### src/rtl/trx_mode_pkg.sv
package trx_mode_pkg;

    typedef enum logic [2:0] {
        TRX_PDN = 3'd0,
        TRX_SB1 = 3'd1,
        TRX_SB2 = 3'd2,
        TRX_RXS = 3'd3,
        TRX_RXA = 3'd4,
        TRX_TX  = 3'd5
    } trx_mode_t;

endpackage

### src/rtl/trx_ce_qualifier.sv
// Counts consecutive edges with chip-enable high; armed once MIN_CYC reached.
module trx_ce_qualifier #(
    parameter int MIN_CYC = 4
) (
    input  logic clk,
    input  logic rst_n,
    input  logic clr,
    input  logic ce,
    output logic armed
);
    localparam int CW = $clog2(MIN_CYC + 1);

    logic [CW-1:0] run_cnt;

    always_ff @(posedge clk or negedge rst_n) begin
        if (!rst_n) begin
            run_cnt <= '0;
        end else if (clr || !ce) begin
            run_cnt <= '0;
        end else if (run_cnt != CW'(MIN_CYC)) begin
            run_cnt <= run_cnt + 1'b1;
        end
    end

    assign armed = (run_cnt == CW'(MIN_CYC));
endmodule

### src/rtl/trx_interval_timer.sv
// Counts cycles while not cleared; done in the LIMIT-th cycle after clear drops.
module trx_interval_timer #(
    parameter int LIMIT = 8
) (
    input  logic clk,
    input  logic rst_n,
    input  logic clr,
    output logic done
);
    localparam int CW = (LIMIT > 2) ? $clog2(LIMIT) : 1;

    logic [CW-1:0] elapsed;

    always_ff @(posedge clk or negedge rst_n) begin
        if (!rst_n) begin
            elapsed <= '0;
        end else if (clr) begin
            elapsed <= '0;
        end else if (elapsed != CW'(LIMIT - 1)) begin
            elapsed <= elapsed + 1'b1;
        end
    end

    assign done = !clr && (elapsed == CW'(LIMIT - 1));
endmodule

### src/rtl/trx_mode_ctrl.sv
module trx_mode_ctrl
    import trx_mode_pkg::*;
#(
    parameter int CLK_MHZ       = 100,
    parameter int CE_MIN_CYC    = CLK_MHZ * 10 + 1,
    parameter int RX_SETTLE_CYC = CLK_MHZ * 130,
    parameter int TX_LIMIT_CYC  = CLK_MHZ * 4000
) (
    input  logic       clk,
    input  logic       rst_n,
    input  logic       ce,
    input  logic       pwr_up,
    input  logic       prim_rx,
    input  logic       txf_empty,
    input  logic       pkt_done,
    output logic [2:0] mode,
    output logic       tx_start,
    output logic       rx_listen,
    output logic       tx_fault
);
    trx_mode_t state, nxt;
    logic      ce_armed, settle_done, wd_done;
    logic      wd_fire, restart;

    trx_ce_qualifier #(.MIN_CYC(CE_MIN_CYC)) u_ceq (
        .clk   (clk),
        .rst_n (rst_n),
        .clr   (!pwr_up || wd_fire),
        .ce    (ce),
        .armed (ce_armed)
    );

    trx_interval_timer #(.LIMIT(RX_SETTLE_CYC)) u_settle (
        .clk   (clk),
        .rst_n (rst_n),
        .clr   (state != TRX_RXS),
        .done  (settle_done)
    );

    trx_interval_timer #(.LIMIT(TX_LIMIT_CYC)) u_txwd (
        .clk   (clk),
        .rst_n (rst_n),
        .clr   (state != TRX_TX || pkt_done),
        .done  (wd_done)
    );

    always_comb begin
        nxt     = state;
        wd_fire = 1'b0;
        restart = 1'b0;
        if (!pwr_up) begin
            nxt = TRX_PDN;                              // sleep
        end else begin
            unique case (state)
                TRX_PDN: nxt = TRX_SB1;                 // wake
                TRX_SB1: begin
                    if (ce && prim_rx)
                        nxt = TRX_RXS;                  // rx_go
                    else if (!prim_rx && ce_armed && !txf_empty)
                        nxt = TRX_TX;                   // tx_go
                end
                TRX_SB2: begin
                    if (!ce)
                        nxt = TRX_SB1;                  // park_stop
                    else if (prim_rx)
                        nxt = TRX_RXS;                  // rx_go
                    else if (!txf_empty)
                        nxt = TRX_TX;                   // tx_go
                end
                TRX_RXS: begin
                    if (!ce)
                        nxt = TRX_SB1;                  // rx_stop
                    else if (settle_done)
                        nxt = TRX_RXA;                  // settle_end
                end
                TRX_RXA: begin
                    if (!ce)
                        nxt = TRX_SB1;                  // rx_stop
                end
                TRX_TX: begin
                    if (pkt_done) begin
                        if (!ce) begin
                            nxt = TRX_SB1;              // tx_idle
                        end else if (txf_empty || prim_rx) begin
                            nxt = TRX_SB2;              // tx_park
                        end else begin
                            nxt     = TRX_TX;           // next_pkt
                            restart = 1'b1;
                        end
                    end else if (wd_done) begin
                        nxt     = TRX_SB1;              // tx_abort
                        wd_fire = 1'b1;
                    end
                end
                default: nxt = TRX_PDN;
            endcase
        end
    end

    // state register
    always_ff @(posedge clk or negedge rst_n) begin
        if (!rst_n)
            state <= TRX_PDN;
        else
            state <= nxt;
    end

    // registered outputs
    always_ff @(posedge clk or negedge rst_n) begin
        if (!rst_n) begin
            tx_start  <= 1'b0;
            rx_listen <= 1'b0;
            tx_fault  <= 1'b0;
        end else begin
            tx_start  <= (nxt == TRX_TX) && ((state != TRX_TX) || restart);
            rx_listen <= (nxt == TRX_RXA);
            tx_fault  <= pwr_up && (tx_fault || wd_fire);
        end
    end

    assign mode = state;
endmodule

### config.mk
export PLATFORM = sky130hd
export DESIGN_NAME = trx_mode_ctrl
export DESIGN_NICKNAME = d
export VERILOG_FILES = /design/src/rtl/trx_mode_pkg.sv /design/src/rtl/trx_ce_qualifier.sv /design/src/rtl/trx_interval_timer.sv /design/src/rtl/trx_mode_ctrl.sv
export SDC_FILE = /design/constraint.sdc
export NUM_CORES = 1
export LEC_CHECK = 0
export BUFFER_PORTS_ARGS = -buffer_cell sky130_fd_sc_hd__buf_2
export CORE_UTILIZATION = 45
export DETAILED_ROUTE_END_ITERATION = 7
export PLACE_DENSITY = 0.68
export SETUP_SLACK_MARGIN = 0.5
export SYNTH_ARGS = -nofsm -noshare
export SYNTH_HDL_FRONTEND = slang
export SYNTH_SLANG_ARGS = --single-unit
### constraint.sdc
create_clock -name clk -period 2.55 [get_ports clk]
set_input_delay 0.51 -clock clk [delete_from_list [all_inputs] [get_ports clk]]
set_output_delay 0.51 -clock clk [all_outputs]
set_load 0.02 [all_outputs]
==> results of run 1 <==
power by group through the flow:
stage	Clock (W)	Sequential [W]	Combinational, W
3_5_place_dp	0	0.000801	0.0000558
6_report	0.000440	0.000786	0.0000541
4_1_cts	0.000458	0.000786	0.0000559
2_1_floorplan	0	0.000801	0.0000255
5_1_grt	0.000484	0.000787	0.0000623
3_3_place_gp	0	0.000801	0.0000559
logic make-up (layout without fill, tap and decap cells):
family / Yosys count / count (layout) / synth area share
AOI/OAI and AO/OA: 32 / 32 / 0.07746
xor gates and xnor gates: 31 / 31 / 0.1057
adders and majority gates: 4 / 4 / 0.01948
buffers and inverters: 11 / 27 / 0.01851
DFF: 49 / 49 / 0.4774
muxes: 2 / 2 / 0.007794
and+or+nand+nor: 148 / 148 / 0.2937
critical path, cell delays in order, from the launching register on:
cell and delay, ns:
dfrtp_1 0.41, ha_2 0.22, nand4_1 0.13, or2_1 0.30
o31a_1 0.30, o31a_2 0.31, and2_1 0.16
stage by stage:
step | hold WS (ns) | instances | worst slack, ns | power [W] | utilization
after CTS | 0.3179 | 365 | 0.5794 | 0.001299 | 0.5069
after detailed placement | 0.5067 | 357 | 0.6019 | 0.0008571 | 0.4919
final | 0.2870 | 365 | 0.6067 | 0.001280 | 0.5087
after global routing | 0.3589 | 365 | 0.5075 | 0.001333 | 0.5087
after global placement | 0.5054 | 357 | 0.6442 | 0.0008570 | 0.4919
after floorplan | 0.2144 | 277 | 0.7128 | 0.0008261 | -
worst paths after layout:
kind | to | slack (ns) | cells after the start
setup / recovery | rx_listen$_DFF_PN0_ | 0.61 | 6
hold / removal | u_settle.elapsed[7]$_DFFE_PN0N_ | 0.29 | 2
setup reg to reg | rx_listen$_DFF_PN0_ | 0.61 | 6
hold reg to reg | tx_fault$_DFF_PN0_ | 0.53 | 2
max in group asynchronous | u_txwd.elapsed[13]$_DFFE_PN0N_ | 1.85 | 2
min in group clk | mode[0]$_DFF_PN0_ | 0.46 | 3
layout make-up:
cell class / count / area [sq um]
Multi-Input combinational cell: 217 / 1305
Inverter: 4 / 15.01
Clock inverter: 2 / 10.01
Sequential cell: 49 / 1226
Clock buffer: 6 / 72.57
Timing Repair Buffer: 15 / 82.58
Fill cell: 523 / 2705
Tap cell: 72 / 90.09
cell usage after synthesis (2+ instances only):
| cell | count | area, sq um |
|---|---|---|
| a21oi_1 | 13 | 65.06 |
| and2_1 | 3 | 18.77 |
| and3_1 | 4 | 25.02 |
| buf_2 | 2 | 10.01 |
| clkbuf_1 | 4 | 15.01 |
| dfrtp_1 | 49 | 1226 |
| ha_1 | 4 | 50.05 |
| inv_1 | 4 | 15.01 |
| mux2i_1 | 2 | 20.02 |
| nand2_1 | 21 | 78.83 |
| nand3_1 | 17 | 85.08 |
| nand4_1 | 10 | 62.56 |
| nand4b_1 | 2 | 17.52 |
| nor2_1 | 53 | 198.9 |
| nor2b_1 | 3 | 18.77 |
| nor3_1 | 10 | 50.05 |
| nor4_1 | 3 | 18.77 |
| nor4b_1 | 2 | 17.52 |
| nor4bb_1 | 2 | 20.02 |
| o21ai_0 | 9 | 45.04 |
| or2_2 | 2 | 12.51 |
| or3_1 | 5 | 31.28 |
| xnor2_1 | 12 | 105.1 |
| xor2_1 | 19 | 166.4 |
repair_timing:
item	CTS	global route
resized for setup	0	3
setup endpoints to repair	0	12
hold buffers	0	0
registers in the layout, indices dropped and copies added, names as in the netlist:
| register | flops |
|---|---|
| u_ceq.run_cnt | 10 |
| u_txwd.elapsed | 19 |
| u_settle.elapsed | 14 |
| rx_listen | 1 |
| mode | 3 |
| tx_start | 1 |
| tx_fault | 1 |
layer usage:
layer | track usage | up-vias
met1 | 0.2437 | 929
met4 | 0.06226 | 0
met5 | 0 | -
met2 | 0.2788 | 25
li1 | - | 994
met3 | 0.03882 | 7
==> impl_metrics.csv, run 1 <==
group,metric,value,unit
power_and_ir_drop,worst_ir_drop_vdd,0.0002701,V
routing,met2_length,2.215,mm
run_status,status,"finished clean",
power_and_ir_drop,static-leakage-power,1.136,nW
placement,place.detailed.hpwl,3.371,mm
routing,route.top_layer_used,"met4",
grt,grt_antenna_before_repair,0,
sta,timing.final.hold_violations,0,
die,die_x,77.55,microns
sta,final-setup-viol-count,0,
cts,number_of_buffers_on_the_longest_clock_path,2,
layout,antennaDiodeCount,0,
layout,fin_nets,303,
synth,synth_warnings,0,
synth,yosysUniqueCellTypes,46,
setup_path,worst-endpoint-arrival,2.13,ns
die,ios,13,
sta,achievable-frequency,514.6,MHz
routing,route.layer.met1.wl,2.403,mm
sta,min_period_over_period,0.7621,
die,core,5507,sq um
routing,routed-wl-met3,135,microns
cts,cts_post_setup_buffers_inserted,0,
setup_path,required,2.74,ns
placement,placedInstanceArea,2709,sq um
synth,synth_edf_count,0,
sta,slew_margin_rel,0.5798,
routing,finalWirelength,4.822,mm
routing,routed_wire_length_per_instance,13.21,microns
grt,global_route_wire_length_before_repair,8.466,mm
job,max-cap-violations,0,
cts,cts.htree.levels,2,
grt,number_of_global_route_vias_before_repair,1865,
setup_path,reg2reg_from,"u_txwd.elapsed[0]$_DFFE_PN0N_",
sta,final.setup_skew,0.007692,ns
sta,slew_viols_final,0,
power_and_ir_drop,gate_power_share,0.042,
cts,clk-insertion-delay-late,0.30,ns
sta,finalWorstPathRequiredPeriod,1.943,ns
layout,postLayoutCellArea,2801,sq um
synth,synth_ff_type,"dfrtp_1",
die,fp-row-count,27,
synth,yosys_register_bits,49,
layout,layout.cells.most_common,"nor2_1",
synth,synthCells,277,
sta,rsz0062_at_grt,"false",
power_and_ir_drop,sequentialPowerShare,0.614,
routing,via_per_inst,5.356,
setup_path,setup.worst_path.class,"flip-flop to flip-flop",
sta,tns,0,ns
grt,grt_max_degree,50,
routing,routed_antenna_nets,0,
power_and_ir_drop,net-switching-power,0.0002926,W
die,die-area,6014,sq um
routing,route.detailed.drc,0,
layout,final_layout_size_suffix_gt1_frac,0.1126,
hold_path,min-delay-path-class,"input port to async pin",
routing,drt_iter0_markers,71,
cts,tritoncts_clock_tree,"done",
grt,overflow,0,
power_and_ir_drop,netSwitchingFraction,0.2286,
die,die-height,77.55,microns
sta,tightestPinTransition,0.6245,ns
placement,gp_congestion,0.8126,
placement,port_buffers,12,
die,initial_utilization,0.4665,
setup_path,critical_path.endpoint_type,"flip-flop",
synth,async_reset_ff_frac,1.000,
setup_path,path_max_fanout,5,
cts,cell_at_the_root_of_the_clock_tree,"clkbuf_8",
setup_path,worstSetupStartpointType,"flip-flop",
synth,mappedNetlistArea,2569,sq um
synth,post_synth.cell_area_avg,9.273,sq um
power_and_ir_drop,internal-power,0.0009875,W
grt,all_layer_gr_usage,0.1783,
layout,area.growth.synth_to_final,9.060,%
routing,detailedRoute.firstPassIterationCount,4,
synth,synth_seq_area_share,0.4774,
layout,commonest_non_fill_non_tap_cells_in_the_layout,"nor2_1 (53), dfrtp_1 (49), nand2_1 (21)",
power_and_ir_drop,clock_power_share,0.344,
cts,worst_setup_hold_path_clk_slew,0.09,ns
power_and_ir_drop,cellPowerDensity,456.9,nW/um^2
cts,cts_num_sinks,49,
synth,synth_nets,288,
routing,dr_total_vias,1955,
cts,cts_buffers,5,
setup_path,critical_path_launch_point,"u_txwd.elapsed[0]$_DFFE_PN0N_",
Note: power is estimated with default switching activity, not from simulation.
==> inputs of run 2 (changes only) <==
- ABC_AREA: not set -> 1
- PLACE_DENSITY: 0.68 -> 0.67
- clock period: 2.55 -> 1.9 ns (I/O delays scaled with it)
==> impl_metrics.csv, run 2 <==
group,metric,value,unit
run_status,status,"finished clean",
grt,overflow,0,
cts,cts_buffers,5,
sta,slew_margin_rel,0.6680,
die,die-area,6437,sq um
power_and_ir_drop,worst_ir_drop_vdd,0.0004436,V
job,max-cap-violations,0,
cts,cts.htree.levels,2,
synth,synth_top_cells_by_count,"nand2_1 (61), dfrtp_1 (49), nor2_1 (48), inv_1 (44), a21oi_1 (21)",
synth,synth_ff_type,"dfrtp_1",
layout,layout.cells.non_filler,478,
placement,port_buffers,12,
cts,worst_setup_hold_path_clk_slew,0.09,ns
cts,cts_hold_repair.buffers,0,
synth,synth_largest_type_area_fraction,0.4453,
synth,synth_seq_area_share,0.4453,
layout,registers_with_the_most_flip_flops,"u_txwd.elapsed (19), u_settle.elapsed (14), u_ceq.run_cnt (10)",
synth,ys_top_cells_by_area,"dfrtp_1 (45%), nand2_1 (8.3%), nor2_1 (6.5%)",
placement,gp_congestion,0.8663,
sta,final-setup-viol-count,0,
routing,finalWirelength,7.205,mm
cts,cell_at_the_root_of_the_clock_tree,"clkbuf_8",
die,fp-row-count,28,
synth,post_synth.cell_area_avg,7.913,sq um
synth,post-synth-top-count-cell,"nand2_1",
cts,clk-insertion-delay-late,0.31,ns
grt,all_layer_gr_usage,0.2148,
power_and_ir_drop,static-leakage-power,1.609,nW
sta,achievable-frequency,641.1,MHz
grt,global_route_wire_length_before_repair,10.72,mm
grt,grt_max_degree,31,
setup_path,worst-endpoint-arrival,1.77,ns
layout,regMostFlops,"u_txwd.elapsed",
sta,tns,0,ns
die,die-height,80.23,microns
layout,flip_flop_count_of_the_largest_register_after_layout,19,
routing,via_per_inst,5.404,
sta,rsz0062_at_grt,"true",
die,initial_utilization,0.4651,
routing,dr_total_vias,2583,
routing,routed_antenna_nets,0,
routing,detailedRoute.firstPassIterationCount,5,
synth,synth_area_leader_cell,"dfrtp_1",
synth,synth_edf_count,0,
synth,synthCells,348,
placement,placed_cells_incl_taps,434,
setup_path,required,2.11,ns
sta,timing.final.hold_violations,0,
routing,route.detailed.drc,0,
cts,cts_num_sinks,49,
sta,finalWorstPathRequiredPeriod,1.560,ns
die,die_x,80.23,microns
setup_path,setup.worst_path.class,"flip-flop to flip-flop",
routing,routed_wire_length_per_instance,15.07,microns
sta,min_period_over_period,0.8209,
synth,yosys_register_bits,49,
layout,antennaDiodeCount,0,
synth,synth_nets,359,
sta,tightestPinTransition,0.4980,ns
grt,number_of_global_route_vias_before_repair,2380,
synth,synth_warnings,0,
setup_path,critical_path.endpoint_type,"flip-flop",
layout,final_layout_size_suffix_gt1_frac,0.4069,
placement,place.detailed.hpwl,4.217,mm
cts,tritoncts_clock_tree,"done",
setup_path,worstSetupStartpointType,"flip-flop",
sta,slew_viols_final,0,
setup_path,path_max_fanout,5,
sta,hold_ws,0.02925,ns
routing,drt_iter0_markers,213,
die,ios,13,
layout,layout.cells.most_common,"nand2_1",
grt,grt_antenna_before_repair,0,
die,core,5921,sq um
layout,area.growth.synth_to_final,34.62,%
synth,async_reset_ff_frac,1.000,
hold_path,min-delay-path-class,"input port to async pin",
sta,final.setup_skew,0.01405,ns
power_and_ir_drop,cellPowerDensity,481.4,nW/um^2
synth,yosysUniqueCellTypes,35,
cts,number_of_buffers_on_the_longest_clock_path,2,
layout,commonest_non_fill_non_tap_cells_in_the_layout,"nand2_1 (45), dfrtp_1 (38), inv_1 (36)",
synth,mappedNetlistArea,2754,sq um
layout,fin_nets,413,
[run 2: kinds of logic after synthesis]
family                   Yosys count  share of synthesized area
AND/OR/NAND/NOR                  186                     0.3326
buffers and inverters             50                    0.06951
flip-flops                        49                     0.4453
AO/OA/AOI/OAI                     46                    0.09268
XOR/XNOR                          12                    0.03816
adder cells (fa/ha/maj)            4                    0.01817
multiplexers                       1                   0.003635
[run 2: metrics by stage]
stage / cell area (sq um) / utilization / setup slack [ns] / total power [W]
2_1_floorplan: 2791 / - / 0.4574 / 0.001113
3_3_place_gp: 2959 / 0.4998 / 0.2200 / 0.001161
3_5_place_dp: 2959 / 0.4998 / 0.2386 / 0.001163
4_1_cts: 3324 / 0.5615 / 0.3343 / 0.001778
5_1_grt: 3707 / 0.6262 / 0.2269 / 0.001852
6_report: 3707 / 0.6262 / 0.3403 / 0.001785
[run 2: final cells by class]
type                    count  area [sq um]
well taps                  75         93.84
repair buffers             50         384.1
fillers                   466          2213
flip-flops and latches     49          1240
inverters                  46         177.7
multi-input cells         250          1729
clock inverters             2         10.01
clock buffers               6         72.57
[run 2: path summary, 6_finish.rpt]
path	startpoint	endpoint	slack (ns)	depth (start not counted)
max	u_txwd.elapsed[0]$_DFFE_PN0N_	u_txwd.elapsed[7]$_DFFE_PN0N_	0.34	8
min reg2reg	u_txwd.elapsed[0]$_DFFE_PN0N_	u_txwd.elapsed[0]$_DFFE_PN0N_	0.52	1
min in group clk	pwr_up	mode[1]$_DFF_PN0_	0.40	3
max reg2reg	u_txwd.elapsed[0]$_DFFE_PN0N_	u_txwd.elapsed[7]$_DFFE_PN0N_	0.34	8
max in group asynchronous	rst_n	u_txwd.elapsed[6]$_DFFE_PN0N_	1.34	2
min	rst_n	u_settle.elapsed[12]$_DFFE_PN0N_	0.03	1
[run 2: critical path: stages (launching register included)]
cell and delay, ns:
dfrtp_2 0.42, ha_4 0.16, nand3_4 0.13, nor4_4 0.19
nand4_1 0.22, nor2_2 0.17, inv_2 0.07, nand2_1 0.06
inv_1 0.04
[run 2: power by group]
| part | leakage [nW] | internal [W] | switching, W | total (W) |
|---|---|---|---|---|
| registers | 0.664 | 0.00105 | 0.0000102 | 0.00106 |
| clock network | 0.0450 | 0.000256 | 0.000360 | 0.000616 |
| logic | 0.900 | 0.0000361 | 0.0000749 | 0.000111 |
| total | 1.61 | 0.00134 | 0.000445 | 0.00178 |
[run 2: metal layers]
metal | vias up | global-route usage | wire (microns)
met5 | - | 0 | 0
met2 | 74 | 0.3598 | 3605
met4 | 0 | 0.06071 | 127
met3 | 15 | 0.04432 | 321
li1 | 1260 | - | -
met1 | 1234 | 0.2803 | 3151
[run 2: timing repair]
item / CTS / global route
gates resized for setup: 30 / 85
buffers inserted: 21 / 14
pin swaps: 12 / 24
endpoints found under the setup margin: 39 / 47
cloned: 1 / 0
